<file path="src/rtl/turn_ring_pkg.sv">
package turn_ring_pkg;

  typedef enum logic [2:0] {
    ST_IDLE   = 3'd0,
    ST_HOLD   = 3'd1,
    ST_LAUNCH = 3'd2,
    ST_XFER   = 3'd3,
    ST_PASS   = 3'd4
  } turn_state_e;

  // states in which the node keeps its successor link pulled low
  function automatic logic link_low_in(turn_state_e s);
    return (s == ST_LAUNCH) || (s == ST_XFER) || (s == ST_PASS);
  endfunction

  // states in which the node owns the shared select
  function automatic logic sel_low_in(turn_state_e s);
    return (s == ST_LAUNCH) || (s == ST_XFER);
  endfunction

  // ring successor of a node index
  function automatic int unsigned ring_next(int unsigned id, int unsigned n);
    return (id + 1 == n) ? 0 : id + 1;
  endfunction

endpackage

</file>
<file path="src/rtl/turn_link_sync.sv">
module turn_link_sync #(
  parameter int SYNC_STAGES = 2
) (
  input  logic clk,
  input  logic rst_n,
  input  logic link_in,
  output logic turn_edge
);
  localparam int TOP = SYNC_STAGES - 1;

  logic [TOP:0] sync_q;
  logic         seen_q;

  // flops reset to the released (high) level: a rise is only reported
  // after a low has been observed, so nodes wait for the seed node
  generate
    if (SYNC_STAGES == 1) begin : g_one
      always_ff @(posedge clk) begin
        if (!rst_n) sync_q <= '1;
        else        sync_q <= link_in;
      end
    end else begin : g_chain
      always_ff @(posedge clk) begin
        if (!rst_n) sync_q <= '1;
        else        sync_q <= {sync_q[TOP-1:0], link_in};
      end
    end
  endgenerate

  always_ff @(posedge clk) begin
    if (!rst_n) seen_q <= 1'b1;
    else        seen_q <= sync_q[TOP];
  end

  assign turn_edge = sync_q[TOP] & ~seen_q;

  assert_edge_single_R4: assert property (@(posedge clk) disable iff (!rst_n)
    turn_edge |=> !turn_edge);

endmodule

</file>
<file path="src/rtl/turn_fsm.sv">
module turn_fsm
  import turn_ring_pkg::*;
#(
  parameter bit IS_FIRST = 1'b0
) (
  input  logic        clk,
  input  logic        rst_n,
  input  logic        turn_edge,
  input  logic        xfer_pending,
  input  logic        xfer_done,
  output turn_state_e state
);
  localparam turn_state_e RESET_STATE = IS_FIRST ? ST_HOLD : ST_IDLE;

  turn_state_e state_d;

  always_comb begin
    state_d = state;
    unique case (state)
      ST_IDLE:   if (turn_edge) state_d = ST_HOLD;
      ST_HOLD:   state_d = xfer_pending ? ST_LAUNCH : ST_PASS;
      ST_LAUNCH: state_d = ST_XFER;
      ST_XFER:   if (xfer_done) state_d = ST_IDLE;
      ST_PASS:   state_d = ST_IDLE;
      default:   state_d = ST_IDLE;
    endcase
  end

  always_ff @(posedge clk) begin
    if (!rst_n) state <= RESET_STATE;
    else        state <= state_d;
  end

  // a completion seen mid-transfer ends ownership on the next edge
  assert_release_on_done_R6: assert property (@(posedge clk) disable iff (!rst_n)
    (state == ST_XFER && xfer_done) |=> (state == ST_IDLE));

  // an edge arriving while the turn is already owned must not restart it
  assert_edge_ignored_busy_R3: assert property (@(posedge clk) disable iff (!rst_n)
    (turn_edge && state == ST_XFER && !xfer_done) |=> (state == ST_XFER));

endmodule

</file>
<file path="src/rtl/turn_drive_map.sv">
module turn_drive_map
  import turn_ring_pkg::*;
(
  input  turn_state_e state,
  output logic        link_drive_low,
  output logic        sel_drive_low,
  output logic        xfer_start
);
  assign link_drive_low = link_low_in(state);
  assign sel_drive_low  = sel_low_in(state);
  assign xfer_start     = (state == ST_LAUNCH);
endmodule

</file>
<file path="src/rtl/turn_ring_node.sv">
module turn_ring_node
  import turn_ring_pkg::*;
#(
  parameter int NODE_ID     = 0,
  parameter int FIRST_ID    = 0,
  parameter int NUM_NODES   = 10,
  parameter int SYNC_STAGES = 2
) (
  input  logic clk,
  input  logic rst_n,
  input  logic link_in,
  output logic link_drive_low,
  output logic sel_drive_low,
  input  logic xfer_pending,
  output logic xfer_start,
  input  logic xfer_done
);
  localparam bit IS_FIRST = (NODE_ID == FIRST_ID);

  initial begin
    assert (NODE_ID >= 0 && NODE_ID < NUM_NODES && FIRST_ID < NUM_NODES && NUM_NODES >= 2)
      else $error("turn_ring_node: node index outside ring");
  end

  logic        turn_edge;
  turn_state_e state;

  turn_link_sync #(.SYNC_STAGES(SYNC_STAGES)) u_sync (
    .clk       (clk),
    .rst_n     (rst_n),
    .link_in   (link_in),
    .turn_edge (turn_edge)
  );

  turn_fsm #(.IS_FIRST(IS_FIRST)) u_fsm (
    .clk          (clk),
    .rst_n        (rst_n),
    .turn_edge    (turn_edge),
    .xfer_pending (xfer_pending),
    .xfer_done    (xfer_done),
    .state        (state)
  );

  turn_drive_map u_map (
    .state          (state),
    .link_drive_low (link_drive_low),
    .sel_drive_low  (sel_drive_low),
    .xfer_start     (xfer_start)
  );

  assert_sel_needs_link_R3: assert property (@(posedge clk) disable iff (!rst_n)
    sel_drive_low |-> link_drive_low);

  assert_start_with_sel_R5: assert property (@(posedge clk) disable iff (!rst_n)
    $rose(sel_drive_low) |-> xfer_start);

  assert_start_single_R5: assert property (@(posedge clk) disable iff (!rst_n)
    xfer_start |=> !xfer_start);

  assert_pass_one_cycle_R7: assert property (@(posedge clk) disable iff (!rst_n)
    (link_drive_low && !sel_drive_low) |=> !link_drive_low);

  assert_release_together_R6: assert property (@(posedge clk) disable iff (!rst_n)
    $fell(sel_drive_low) |-> !link_drive_low);

endmodule

</file>
<file path="config.mk">
export PLATFORM = sky130hd
export DESIGN_NAME = turn_ring_node
export DESIGN_NICKNAME = d
export VERILOG_FILES = /design/src/rtl/turn_ring_pkg.sv /design/src/rtl/turn_link_sync.sv /design/src/rtl/turn_fsm.sv /design/src/rtl/turn_drive_map.sv /design/src/rtl/turn_ring_node.sv
export SDC_FILE = /design/constraint.sdc
export NUM_CORES = 1
export LEC_CHECK = 0
export BUFFER_PORTS_ARGS = -buffer_cell sky130_fd_sc_hd__buf_2
export CELL_PAD_IN_SITES_DETAIL_PLACEMENT = 0
export CELL_PAD_IN_SITES_GLOBAL_PLACEMENT = 1
export CORE_AREA = 2 2 39 41
export DETAILED_ROUTE_END_ITERATION = 8
export DIE_AREA = 0 0 41 43
export GPL_ROUTABILITY_DRIVEN = 1
export PLACE_DENSITY_LB_ADDON = 0.05
export SKIP_LAST_GASP = 1
export SYNTH_ARGS = -nofsm -noshare
export SYNTH_HDL_FRONTEND = slang
export SYNTH_HIERARCHICAL = 1
export SYNTH_SLANG_ARGS = --single-unit
</file>
<file path="constraint.sdc">
create_clock -name clk -period 1.6 [get_ports clk]
set_input_delay 0.16 -clock clk [delete_from_list [all_inputs] [get_ports clk]]
set_output_delay 0.16 -clock clk [all_outputs]
set_load 0.01 [all_outputs]
</file>
==> summary.md <==
| Metric | Value |
|---|---|
| Register bit total from synthesis | 6 |
| Leak Pwr | about 0.14 nW |
| CP Capture Type | output pin |
| Syn avg cell area | ~11 µm² |
| DRC viols | 0 |
| Fillcell total | 151 |
| Routed len/inst | slightly above 9 µm |
| Core area | 1380 µm² |
| Die Wd | about 40 µm |
| Yosys warnings | 6 |
| DRT iter0 DRCs | 2 |
| Slowest stage cell on the critical path | dfxtp_1 |
| Finished Cell Area | 320 µm² |
| Worst hold path type | input pin to flip-flop |
| Placer congestion estimate | 0.691 |
| Antenna violations before repair | 0 |
| Clock tree sinks | 6 |
| Final worst path period share | 0.782 |
| Postcts setup bufs | 0 |
| PortBufs | 7 |
| Post-synth top area share | 0.495 |
| Syn Inst Count | 22 |
| Multi-input logic area | 119 µm² |
| Die Area | 1760 µm² |
| Routed WL | 448 µm |
| CTS max path bufs | 2 |
| Critical Path, Cell by Cell | or2b_1 -> o21ai_2 -> buf_2 |
| Gr ovfl total | 0 |
| Synth area leaders | dfxtp_1 49%, nand2b_1 13%, nor4b_2 6.2% |
| Pre-CTS setup slack | a little over 600 ps |
| Syn Nets | 27 |
| Area of the mapped netlist | 243 µm² |
| Final setup margin | 350 ps |
| Total CTS buffers | 3 |
| CTS tree | yes |
| Storage cell area | 120 µm² |
| Sequential share of the synthesized area | 0.495 |
| Unrepaired setup endpoints after global routing | false |
| DRT Pass-1 Iters | 3 |
| Post-route antenna net violation count | 0 |
| Max cap viols | 0 |
| Worst Setup Path Type | flip-flop to output pin |
| # diodes | 0 |
| Peak VDD IR | 0.234 mV |
| H-tree depth | 1 |
| Area Growth Syn to Fin | 32.0% |
| Status | completed |
| Vias | 179 |
| Pint | 0.264 mW |
| Hold Buf Count CTS | 0 |
| Vias in the first global route | 144 |
| Post-cts sizing count | 0 |
| F_max | roughly 800 MHz |
| Worst hold margin | 96.8 ps |
| IO Count | 8 |
| Placed inst area | 298 µm² |
| Max-slew violations | 0 |
| Row count | 14 |
| Dominant cell type by area after synthesis | dfxtp_1 |
| Crit path arrival time | 1090 ps |
| Initial Util | 0.175 |
| Setup TNS | 0 ps |
| CP max stage delay | 370 ps |
| Rel. slew slack | 0.865 |
| Gr usage total | 0.0674 |
| Net switching power | 0.0806 mW |
| Sw frac | 0.234 |
| Largest net degree at the start of global routing | 7 |
| Worst Tran Pin Value | slightly above 200 ps |
| Die Y | around 43 µm |
| CP top delay family | flip-flops |
| Power share of the clock group | 0.409 |
| Vias per inst | roughly 3.7 |
| Worst skew pair latency | 250 ps |
| Final min period | 1250 ps |
| Nets | 39 |
| Crit path max fanout | 5 |
| Combinational cell fraction of total power | 0.104 |
| CP Launch Type | flip-flop |
| CP required | roughly 1400 ps |
| Share of cells above drive strength 1 | 0.438 |
| PD cells | 1080 nW/µm² |
| Buf/Inv on CP | 1 |
| Endpoints failing setup | 0 |
| Final Core Density | 0.231 |
| Flop pwr share | 0.486 |
| Clock Skew | 5.65 ps |
| Yosys cell types | 13 |
| Final hold violation count | 0 |
| Clock-pin slew on the worst setup and hold paths | 50 ps |
| Root buf cell | clkbuf_4 |
| First-pass GRT wire length | ~660 µm |
layout make-up:
type                       instances  share of cell area
clock buffer                       3              0.0703
timing repair buffer               7               0.109
tap                               16              0.0625
inverter                           1              0.0117
sequential                         6               0.375
multi-input combinational         15               0.371
worst paths after layout:
path	endpoint	slack (ps)	startpoint	cells after the start
min reg2reg	u_sync/sync_q[1]	400	u_sync/sync_q[0]	1
min	u_fsm/state[2]	100	xfer_pending	2
max reg2reg	u_fsm/state[0]	670	u_sync/sync_q[1]	3
max	link_drive_low	350	u_fsm/state[2]	3
layer usage:
layer / wire (µm) / part of all wire / vias to the layer above / GRT usage
met5: 0 / 0 / - / 0
met3: 34 / 0.076 / 0 / 0.0314
li1: - / - / 95 / -
met1: 250 / 0.56 / 77 / 0.0939
met2: 163 / 0.36 / 7 / 0.0531
met4: 0 / 0 / 0 / 0.100
kinds of logic (layout without fill, tap and decap cells):
family	count (synthesis)	count (layout)	share of synthesized area
simple gates	11	11	0.361
buf+inv	1	11	0.0154
compound gates	4	4	0.129
flops	6	6	0.495
flip-flops by register name (all words and copies together) (netlist names):
signal and flops:
u_fsm/state 3, u_sync/seen_q 1, u_sync/sync_q 2
metrics by stage:
step	cells	total power, mW
3_3_place_gp	45	0.206
6_report	48	0.344
3_5_place_dp	45	0.207
5_1_grt	48	0.376
2_1_floorplan	22	0.190
4_1_cts	48	0.356
cell usage in the layout (no fill, tap or decap):
| cell | instances |
|---|---|
| dfxtp_1 | 6 |
| o21ai_2 | 1 |
| a21oi_1 | 1 |
| nand3b_1 | 1 |
| inv_1 | 1 |
| clkbuf_4 | 3 |
| a21bo_2 | 1 |
| o211ai_1 | 1 |
| nor2b_4 | 1 |
| or3b_1 | 1 |
| buf_2 | 7 |
| nand2b_1 | 5 |
| nor2_1 | 1 |
| or2b_1 | 1 |
| nor4b_2 | 1 |
worst reg2reg max path: stages, from the launching register on:
cell      delay [ps]
dfxtp_1          310
nor2b_4          120
or3b_1           340
o211ai_1          90
synthesized netlist by cell type, drive strengths merged:
cell type,number
dfxtp,6
nand2b,5
a21bo,1
a21oi,1
inv,1
nand3b,1
nor2,1
nor2b,1
nor4b,1
o211ai,1
o21ai,1
or2b,1
or3b,1
power by group through the flow:
| stage | registers [mW] | logic [mW] | clock network (mW) |
|---|---|---|---|
| after CTS | 0.167 | 0.0366 | 0.152 |
| after global routing | 0.169 | 0.0396 | 0.167 |
| final | 0.168 | 0.0359 | 0.141 |
| after floorplan | 0.168 | 0.0227 | 0 |
| after detailed placement | 0.170 | 0.0364 | 0 |
| after global placement | 0.170 | 0.0362 | 0 |
Note: power is estimated with default switching activity, not from simulation.
